**src/rtl/i2c_bus_clear_pkg.sv**
```systemverilog
package i2c_bus_clear_pkg;
  localparam int A_FUNC = 0;
  localparam int A_DIR  = 1;
  localparam int A_SET  = 2;
  localparam int A_CLR  = 3;
  localparam int A_DIN  = 4;
  localparam int A_CTRL = 5;

  // strobes from the sequencer to the pin datapath
  typedef struct packed {
    logic enterGpio;
    logic exitGpio;
    logic sclSet;
    logic sclClr;
    logic sdaSet;
    logic sdaClr;
    logic sdaDrive;
  } seqStb_t;

  typedef enum logic [2:0] {
    S_IDLE, S_CLK_LO, S_CLK_HI, S_STOP_LO, S_STOP_HI, S_STOP_REL
  } seqState_t;
endpackage

```
**src/rtl/i2c_bus_clear_dp.sv**
```systemverilog
module i2c_bus_clear_dp
  import i2c_bus_clear_pkg::*;
#(
  parameter int ADDR_W      = 3,
  parameter int DATA_W      = 8,
  parameter int SYNC_STAGES = 2
) (
  input  logic              clk,
  input  logic              rstN,
  input  logic              regWr,
  input  logic [ADDR_W-1:0] regAddr,
  input  logic [DATA_W-1:0] regWdata,
  input  seqStb_t           stb,
  input  logic              busy,
  input  logic              doneFlag,
  input  logic              failFlag,
  input  logic              engSclLow,
  input  logic              engSdaLow,
  input  logic              sclIn,
  input  logic              sdaIn,
  output logic [DATA_W-1:0] regRdata,
  output logic              sclDriveLow,
  output logic              sdaDriveLow,
  output logic              engHoldRst,
  output logic              irqMask,
  output logic              funcSel,
  output logic              sdaLevel
);
  logic [1:0] dirReg;
  logic [1:0] lvlReg;
  logic       holdReg;
  logic [1:0] gpioLow;
  logic [1:0] pinSync;
  logic [1:0] syncPipe [SYNC_STAGES];
  logic       unusedW;

  assign unusedW = ^regWdata;

  always_ff @(posedge clk or negedge rstN) begin
    if (!rstN) begin
      funcSel <= 1'b0;
      dirReg  <= 2'b00;
      lvlReg  <= 2'b11;
      holdReg <= 1'b0;
    end else if (stb.enterGpio) begin
      funcSel <= 1'b1;
      dirReg  <= 2'b01;
      lvlReg  <= 2'b10;   // SCL low at once, SDA released
      holdReg <= 1'b1;
    end else if (stb.exitGpio) begin
      funcSel <= 1'b0;
      dirReg  <= 2'b00;
      lvlReg  <= 2'b11;
      holdReg <= 1'b0;
    end else begin
      if (regWr && !busy) begin
        case (regAddr)
          ADDR_W'(A_FUNC): funcSel <= regWdata[0];
          ADDR_W'(A_DIR):  dirReg  <= regWdata[1:0];
          ADDR_W'(A_SET):  lvlReg  <= lvlReg | regWdata[1:0];
          ADDR_W'(A_CLR):  lvlReg  <= lvlReg & ~regWdata[1:0];
          default: ;
        endcase
      end
      if (stb.sclSet)   lvlReg[0] <= 1'b1;
      if (stb.sclClr)   lvlReg[0] <= 1'b0;
      if (stb.sdaSet)   lvlReg[1] <= 1'b1;
      if (stb.sdaClr)   lvlReg[1] <= 1'b0;
      if (stb.sdaDrive) dirReg[1] <= 1'b1;
    end
  end

  // open-drain mux: only ever pull low
  assign gpioLow     = dirReg & ~lvlReg;
  assign sclDriveLow = funcSel ? gpioLow[0] : engSclLow;
  assign sdaDriveLow = funcSel ? gpioLow[1] : engSdaLow;
  assign engHoldRst  = holdReg;
  assign irqMask     = holdReg;

  always_ff @(posedge clk or negedge rstN) begin
    if (!rstN) syncPipe[0] <= 2'b11;
    else       syncPipe[0] <= {sdaIn, sclIn};
  end

  for (genvar s = 1; s < SYNC_STAGES; s++) begin : g_sync
    always_ff @(posedge clk or negedge rstN) begin
      if (!rstN) syncPipe[s] <= 2'b11;
      else       syncPipe[s] <= syncPipe[s-1];
    end
  end

  assign pinSync  = syncPipe[SYNC_STAGES-1];
  assign sdaLevel = pinSync[1];

  always_comb begin
    regRdata = '0;
    case (regAddr)
      ADDR_W'(A_FUNC): regRdata[0]   = funcSel;
      ADDR_W'(A_DIR):  regRdata[1:0] = dirReg;
      ADDR_W'(A_DIN):  regRdata[1:0] = pinSync;
      ADDR_W'(A_CTRL): regRdata[2:0] = {failFlag, doneFlag, busy};
      default: ;
    endcase
  end
endmodule

```
**src/rtl/i2c_bus_clear_ctrl.sv**
```systemverilog
module i2c_bus_clear_ctrl
  import i2c_bus_clear_pkg::*;
#(
  parameter int TICK_CYCLES = 1000,
  parameter int MAX_PULSES  = 9,
  localparam int CNT_W = $clog2(MAX_PULSES + 1),
  localparam int TW    = $clog2(TICK_CYCLES)
) (
  input  logic             clk,
  input  logic             rstN,
  input  logic             startReq,
  input  logic             sdaLevel,
  output seqStb_t          stb,
  output logic             busy,
  output logic             doneFlag,
  output logic             failFlag,
  output logic             inPulse,
  output logic [CNT_W-1:0] pulseCnt
);
  localparam logic [TW-1:0]    TICK_LAST = TW'(TICK_CYCLES - 1);
  localparam logic [CNT_W-1:0] LAST_CNT  = CNT_W'(MAX_PULSES - 1);

  seqState_t     state;
  logic [TW-1:0] timer;
  logic          phaseEnd;
  logic          lastPulse;

  assign phaseEnd  = (timer == '0);
  assign lastPulse = (pulseCnt == LAST_CNT);
  assign busy      = (state != S_IDLE);
  assign inPulse   = (state == S_CLK_LO) || (state == S_CLK_HI);

  always_comb begin
    stb = '0;
    case (state)
      S_IDLE:     stb.enterGpio = startReq;
      S_CLK_LO:   stb.sclSet    = phaseEnd;
      S_CLK_HI:   if (phaseEnd) begin
                    stb.sclClr = 1'b1;
                    if (sdaLevel || lastPulse) begin
                      stb.sdaClr   = 1'b1;
                      stb.sdaDrive = 1'b1;
                    end
                  end
      S_STOP_LO:  stb.sclSet    = phaseEnd;
      S_STOP_HI:  stb.sdaSet    = phaseEnd;
      S_STOP_REL: stb.exitGpio  = phaseEnd;
      default: ;
    endcase
  end

  always_ff @(posedge clk or negedge rstN) begin
    if (!rstN) begin
      state    <= S_IDLE;
      timer    <= '0;
      pulseCnt <= '0;
      doneFlag <= 1'b0;
      failFlag <= 1'b0;
    end else if (state == S_IDLE) begin
      if (startReq) begin
        state    <= S_CLK_LO;
        timer    <= TICK_LAST;
        pulseCnt <= '0;
        doneFlag <= 1'b0;
        failFlag <= 1'b0;
      end
    end else if (!phaseEnd) begin
      timer <= timer - 1'b1;
    end else begin
      timer <= TICK_LAST;
      case (state)
        S_CLK_LO: state <= S_CLK_HI;
        S_CLK_HI: begin
          pulseCnt <= pulseCnt + 1'b1;
          if (sdaLevel) begin
            state <= S_STOP_LO;
          end else if (lastPulse) begin
            failFlag <= 1'b1;
            state    <= S_STOP_LO;
          end else begin
            state <= S_CLK_LO;
          end
        end
        S_STOP_LO: state <= S_STOP_HI;
        S_STOP_HI: state <= S_STOP_REL;
        default: begin
          state    <= S_IDLE;
          doneFlag <= 1'b1;
        end
      endcase
    end
  end
endmodule

```
**src/rtl/i2c_bus_clear.sv**
```systemverilog
module i2c_bus_clear
  import i2c_bus_clear_pkg::*;
#(
  parameter int ADDR_W      = 3,
  parameter int DATA_W      = 8,
  parameter int TICK_CYCLES = 1000,
  parameter int MAX_PULSES  = 9,
  parameter int SYNC_STAGES = 2,
  localparam int CNT_W = $clog2(MAX_PULSES + 1)
) (
  input  logic              clk,
  input  logic              rstN,
  input  logic              regWr,
  input  logic [ADDR_W-1:0] regAddr,
  input  logic [DATA_W-1:0] regWdata,
  output logic [DATA_W-1:0] regRdata,
  input  logic              engSclLow,
  input  logic              engSdaLow,
  input  logic              sclIn,
  input  logic              sdaIn,
  output logic              sclDriveLow,
  output logic              sdaDriveLow,
  output logic              engHoldRst,
  output logic              irqMask
);
  seqStb_t          stb;
  logic             busy;
  logic             doneFlag;
  logic             failFlag;
  logic             funcSel;
  logic             sdaLevel;
  logic             inPulse;
  logic             startReq;
  logic [CNT_W-1:0] pulseCnt;

  assign startReq = regWr && (regAddr == ADDR_W'(A_CTRL)) && regWdata[0];

  i2c_bus_clear_ctrl #(
    .TICK_CYCLES(TICK_CYCLES),
    .MAX_PULSES (MAX_PULSES)
  ) u_ctrl (
    .clk(clk), .rstN(rstN), .startReq(startReq), .sdaLevel(sdaLevel),
    .stb(stb), .busy(busy), .doneFlag(doneFlag), .failFlag(failFlag),
    .inPulse(inPulse), .pulseCnt(pulseCnt)
  );

  i2c_bus_clear_dp #(
    .ADDR_W(ADDR_W), .DATA_W(DATA_W), .SYNC_STAGES(SYNC_STAGES)
  ) u_dp (
    .clk(clk), .rstN(rstN), .regWr(regWr), .regAddr(regAddr),
    .regWdata(regWdata), .stb(stb), .busy(busy), .doneFlag(doneFlag),
    .failFlag(failFlag), .engSclLow(engSclLow), .engSdaLow(engSdaLow),
    .sclIn(sclIn), .sdaIn(sdaIn), .regRdata(regRdata),
    .sclDriveLow(sclDriveLow), .sdaDriveLow(sdaDriveLow),
    .engHoldRst(engHoldRst), .irqMask(irqMask), .funcSel(funcSel),
    .sdaLevel(sdaLevel)
  );
endmodule

```
**config.mk**
```make
export PLATFORM = sky130hd
export DESIGN_NAME = i2c_bus_clear
export DESIGN_NICKNAME = d
export VERILOG_FILES = /design/src/rtl/i2c_bus_clear_pkg.sv /design/src/rtl/i2c_bus_clear_dp.sv /design/src/rtl/i2c_bus_clear_ctrl.sv /design/src/rtl/i2c_bus_clear.sv
export SDC_FILE = /design/constraint.sdc
export NUM_CORES = 1
export LEC_CHECK = 0
export BUFFER_PORTS_ARGS = -buffer_cell sky130_fd_sc_hd__buf_2
export CAP_MARGIN = 10
export CORE_UTILIZATION = 45
export CTS_BUF_LIST = sky130_fd_sc_hd__clkbuf_4
export CTS_CLUSTER_DIAMETER = 60
export CTS_CLUSTER_SIZE = 40
export DETAILED_ROUTE_END_ITERATION = 7
export GPL_TIMING_DRIVEN = 0
export PLACE_DENSITY_LB_ADDON = 0.12
export SLEW_MARGIN = 20
export SYNTH_ARGS = -nofsm -noshare
export SYNTH_HDL_FRONTEND = slang
export SYNTH_SLANG_ARGS = --single-unit
```
**constraint.sdc**
```tcl
create_clock -name clk -period 4.5 [get_ports clk]
set_input_delay 0.9 -clock clk [delete_from_list [all_inputs] [get_ports clk]]
set_output_delay 0.9 -clock clk [all_outputs]
set_load 0.05 [all_outputs]
```
==> Word-level counts from Yosys, hierarchy flattened <==
Index checks and enable logic that the tools add are counted.
{ "word_totals": {"regBits": 29, "in_bits": 18, "out_inout_bits": 12} }
{ "op_classes": {"n_addsub": 2, "n_eq_ne": 14, "mux": 55, "n_bitwise": 5, "reduce_logical": 33} }
{ "ops": {"columns": ["cell", "n"], "rows": [
  ["$mux W10", 3],
  ["$mux W1", 29],
  ["$mux W2", 11],
  ["$mux W4", 4],
  ["$eq A3 B2 Y1 const B", 4],
  ["$eq A3 B3 Y1 const B", 4],
  ["$mux W3", 4],
  ["$pmux W3 S4", 1],
  ["$reduce_and A2 Y1", 6],
  ["$reduce_bool A3 Y1", 4],
  ["$reduce_bool A6 Y1", 2],
  ["$logic_not A10 Y1", 1],
  ["$reduce_bool A5 Y1", 2],
  ["$sub A10 B1 Y10 const B", 1],
  ["$reduce_bool A2 Y1", 4],
  ["$reduce_bool A4 Y1", 2],
  ["$eq A3 B1 Y1 const B", 2],
  ["$logic_not A3 Y1", 2],
  ["$reduce_and A3 Y1", 2],
  ["$reduce_and A5 Y1", 1],
  ["$add A4 B1 Y4 const B", 1],
  ["$and A2 B2 Y2", 2],
  ["$eq A4 B4 Y1 const B", 1],
  ["$ne A2 B1 Y1 const B", 2],
  ["11 further kinds", 14]
]} }

==> Depth between registers and ports, before layout <==
{ "depth": {"word_depth": 8, "depth_mapped": 7} }

==> By module <==
A second synthesis with hierarchy kept.
{ "unflattened": {"hier_cells": 179, "area_unflattened_um2": 1709.1} }
{ "modules_own_cells": {"columns": ["module", "instances", "cells_each", "area_per_inst_um2", "seq_area_each_um2"], "rows": [
  ["i2c_bus_clear_ctrl", 1, 112, 1054.8, 475.5],
  ["i2c_bus_clear_dp", 1, 64, 639.4, 257.7],
  ["i2c_bus_clear", 1, 3, 15.0, 0.0]
]} }

==> Worst setup path after synthesis <==
No wires, ideal clock.
{ "synth_timing": {"kind": "input-to-output", "startpoint": "input port regAddr[2]", "endpoint": "output port regRdata[0]", "t_arrival_ns": 2.092, "required_ns": 3.600, "path_slack_ns": 1.508, "stages": 3, "n_path_buf": 1, "path_cell_list": "clkbuf_1 mux4_2 nor2b_1"} }
{ "synth_between": {"elab_chain_cells": 2} }
{ "synth_lines": {"columns": ["item", "line_no", "text"], "rows": [
  ["start, declared", "i2c_bus_clear.sv:14", "input logic [ADDR_W-1:0] regAddr,"],
  ["$eq A3 B3 Y1 (tied with other cells)", "i2c_bus_clear_dp.sv:97", "case (regAddr)"],
  ["$pmux W1 S4 *", "i2c_bus_clear_dp.sv:97", null],
  ["end, declared", "i2c_bus_clear.sv:16", "output logic [DATA_W-1:0] regRdata,"]
]} }
Mark *: on every way between the ends. The rest lies on a longest branch, timed or not.

==> Final worst setup path <==
{ "layout_timing": {"startpoint": "input port regAddr[2]", "endpoint": "output port regRdata[1]"} }
{ "layout_between": {"elab_chain_cells": 2} }
{ "layout_lines": {"columns": ["item", "line_no"], "rows": [
  ["$eq A3 B3 Y1 / $eq A3 B1 Y1 (equally long branches)", "i2c_bus_clear_dp.sv:97"],
  ["$pmux W1 S3 *", "i2c_bus_clear_dp.sv:97"]
]} }
Marks and branches as above.

==> PnR_summary.wiki <==
{| class="wikitable"
! Metric !! Value
|-
| Critical Path Fanout Max || 10
|-
| Residual overflow from global routing || 0
|-
| Post-CTS Hold Fix Bufs || 0
|-
| Count of inserted antenna diode cells || 0
|-
| Area occupied by multi-input gates || between 900 and 1000 um^2
|-
| Sum Neg Setup Slack || 0 ns
|-
| Max Buffers Root-to-Sink || 2
|-
| Setup slack of the worst register-to-register path || roughly 2.4 ns
|-
| Die X || ~65 um
|-
| Row cnt || 22
|-
| Global-route wire length before repair || 6750 um
|-
| Number of nets still failing antenna checks after routing || 0
|-
| TritonCTS buffer count || 5
|-
| Final weighted congestion in routability-driven placement || 0.880
|-
| Number of synthesized register bits || 29
|-
| Timing startpoint of the critical path || regAddr[2]
|-
| Sequential cell area || ~730 um^2
|-
| Starting DRC count in detailed routing || 111
|-
| Clock root buffer || clkbuf_4
|-
| Worst Hold Class || flop to flop
|-
| Met2 Wirelength || 1920 um
|-
| Largest clock skew in the final design || 0.0138 ns
|-
| FF-to-FF End || u_ctrl.state[0]
|-
| Number of port buffers || 17
|-
| Share of synthesized flip-flops with an asynchronous set or reset || 1.00
|-
| Final HPWL from detailed placement || between 2000 and 3000 um
|-
| Area of all placed cells without fillers || between 1500 and 2000 um^2
|-
| Mapped cell area || around 1800 um^2
|-
| Critical path required time || 3.60 ns
|-
| Fin util || 0.534
|-
| Number of antenna violations at the first check in global routing || 0
|-
| Clk sinks || 29
|-
| Detailed Routing Iterations Pass 1 || 4
|-
| Die Outline Area || roughly 4200 um^2
|-
| Worst setup path end || regRdata[1]
|-
| # resized after CTS || 0
|-
| Final Max Tran Viols || 0
|-
| Critical path class || input port to primary output
|-
| Count of flip-flops with a built-in enable after synthesis || 0
|-
| Critical Path End Type || primary output
|-
| Critical register-to-register path startpoint || u_ctrl.timer[0]
|-
| Critical path data arrival time || roughly 2.1 ns
|-
| Leading cell types by count after synthesis || 23 x dfrtp_1, 18 x nand2_1, 15 x o21ai_0
|-
| Worst IR drop on VDD || between 300 and 400 uV
|-
| Power Dens Cells || 553 nW/um^2
|-
| Via-per-instance ratio || between 5 and 6
|-
| Post-synth top area cell || dfrtp_1
|-
| Normalized max-slew margin || 0.557
|-
| Actual slew at the worst max-slew pin || roughly 0.66 ns
|-
| Number of global-route vias before repair || around 1.5k
|-
| Final hold violation count || 0
|-
| Cell with the most instances after synthesis || dfrtp_1
|-
| Overall via count from detail_route || approximately 1.5k
|-
| Pin count of the biggest net entering global routing || 30
|-
| Highest Signal Layer || met4
|-
| Clock latency at the later pin of the worst-skew pair || approximately 0.33 ns
|-
| Detailed-routing wirelength on met1 || about 1700 um
|-
| Buffer count from post-CTS setup fixing || 0
|-
| Maximum Capacitance Violations || 0
|-
| Dominant register cell in the synthesized netlist || dfrtp_1
|-
| Ranking of synthesized cells by area || dfrtp_1 33%, dfstp_2 8.9%, o21ai_0 4.2%, nand2_1 3.8%, buf_4 3.4%
|-
| Unrepaired setup endpoints after global routing || no
|-
| Number of instances in the synthesized netlist || around 190
|-
| H-tree levels || 2
|-
| Detailed-route DRC error count || 0
|-
| TritonCTS clock tree || yes
|-
| Die boundary height || around 65 um
|-
| Proportion of layout cells with a drive suffix above 1 || 0.245
|-
| Area growth from synthesis to layout || 12.3%
|-
| Fraction of synthesized cell area taken by the top area cell type || 0.326
|-
| Net count of the finished layout || between 200 and 250
|-
| Clock Pin Slew Worst Setup and Hold Paths || around 0.080 ns
|-
| Status || finished, final reports clean
|-
| Netlist cell types || 58
|-
| Minimum clock period after layout || around 3 ns
|-
| Average routed wire per standard cell || between 10 and 15 um
|-
| Final critical-path share of the clock period || 0.672
|-
| Number of warnings printed during yosys synthesis || 0
|-
| Final wirelength || just under 4000 um
|-
| Static leakage || approximately 0.00086 uW
|-
| Type of element launching the critical path || input port
|-
| Avg Inst Size Synth || between 9 and 10 um^2
|-
| Cell area reported after detailed placement || 1930 um^2
|-
| Maximum clock rate || roughly 330 MHz
|-
| Area of the core || roughly 3700 um^2
|-
| Routed length on met3 || around 180 um
|-
| Number of filler instances in the final layout || between 300 and 400
|-
| GRT Resource Usage Total || 0.213
|-
| Hold_ws || roughly 0.36 ns
|-
| Number of endpoints failing setup at the final stage || 0
|-
| Depth of the worst register-to-register path || 6
|-
| Ports placed on the boundary || 30
|-
| Starting Density || 0.475
|-
| Fraction of the yosys area taken by sequential cells || 0.415
|}
## critical path, stage by stage
cell	delay, ns
buf_2	0.10
clkbuf_1	0.33
mux2_2	0.38
a21oi_1	0.16
nor2_1	0.05
buf_2	0.21
## registers in the layout (all words and copies together), names as in the netlist
signal and flops:
u_dp.syncPipe 2, u_ctrl.state 3, u_ctrl.pulseCnt 4, u_ctrl.timer 10
u_dp.dirReg 2, u_ctrl.failFlag 1, u_ctrl.doneFlag 1, u_dp.lvlReg 2
u_dp.pinSync 2, u_dp.engHoldRst 1, u_dp.funcSel 1
## area by class of cell
class                           count  share of cell area
Clock inverter                      1             0.00189
Inverter                           10              0.0189
Clock buffer                        7              0.0265
Tap cell                           48              0.0303
Multi-Input combinational cell    137               0.461
Buffer                             15              0.0486
Sequential cell                    29               0.370
Timing Repair Buffer               17              0.0429
## worst min-delay path by stage
stage / start / depth (start not counted) / slack [ns] / endpoint
2_1_floorplan: u_dp.syncPipe[2] / 0 / 0.35 / u_dp.pinSync[0]
3_3_place_gp: u_dp.syncPipe[2] / 0 / 0.35 / u_dp.pinSync[0]
3_5_place_dp: u_dp.syncPipe[3] / 0 / 0.35 / u_dp.pinSync[1]
4_1_cts: u_dp.syncPipe[3] / 0 / 0.36 / u_dp.pinSync[1]
5_1_grt: u_dp.syncPipe[3] / 0 / 0.36 / u_dp.pinSync[1]
6_report: u_dp.syncPipe[3] / 0 / 0.36 / u_dp.pinSync[1]
## metrics by stage
| step | cells | setup slack (ns) | power (uW) |
|---|---|---|---|
| after global routing | 264 | 1.39 | 1190 |
| after CTS | 264 | 1.48 | 1100 |
| after floorplan | 191 | 1.51 | 821 |
| final | 264 | 1.48 | 1100 |
| after detailed placement | 256 | 1.48 | 938 |
| after global placement | 256 | 1.49 | 916 |
## per-layer routing
| metal | GRT usage | vias up |
|---|---|---|
| met5 | 0 | - |
| met2 | 0.354 | 36 |
| met3 | 0.0581 | 5 |
| met4 | 0.0833 | 0 |
| met1 | 0.261 | 725 |
| li1 | - | 732 |
## cells by family (layout without fill, tap and decap cells)
logic type / after synthesis / in the layout / share of synthesized area
AO/OA/AOI/OAI: 49 / 49 / 0.190
adder cells (fa/ha/maj): 4 / 4 / 0.0283
buffers and inverters: 25 / 50 / 0.0758
XOR/XNOR: 2 / 2 / 0.00992
flip-flops: 29 / 29 / 0.415
multiplexers: 4 / 4 / 0.0312
other: 1 / 5 / 0.00212
AND/OR/NAND/NOR: 73 / 73 / 0.248
## where the power goes
group / leakage [uW] / switching, uW / total, uW / internal, uW
registers: 0.000336 / 90.1 / 451 / 361
clock network: 0.0000338 / 87.3 / 159 / 72.0
logic: 0.000486 / 291 / 487 / 196
## cells in the final DEF, fill, tap and decap left out, types with 3 or more instances in the layout
cell,n
ha_1,4
nand2_1,18
o31ai_1,3
buf_4,8
dfstp_2,6
a21oi_1,5
nand4_1,3
clkbuf_4,7
clkbuf_1,4
o211ai_1,3
conb_1,5
a2bb2oi_1,3
inv_1,10
and3_1,3
nand3_1,4
buf_2,19
o21ai_0,15
dfrtp_1,23
nor2b_1,5
nor3_1,3
nand3b_1,3
or3_1,6
nor2_1,6
(Power assumes the default switching activity.)
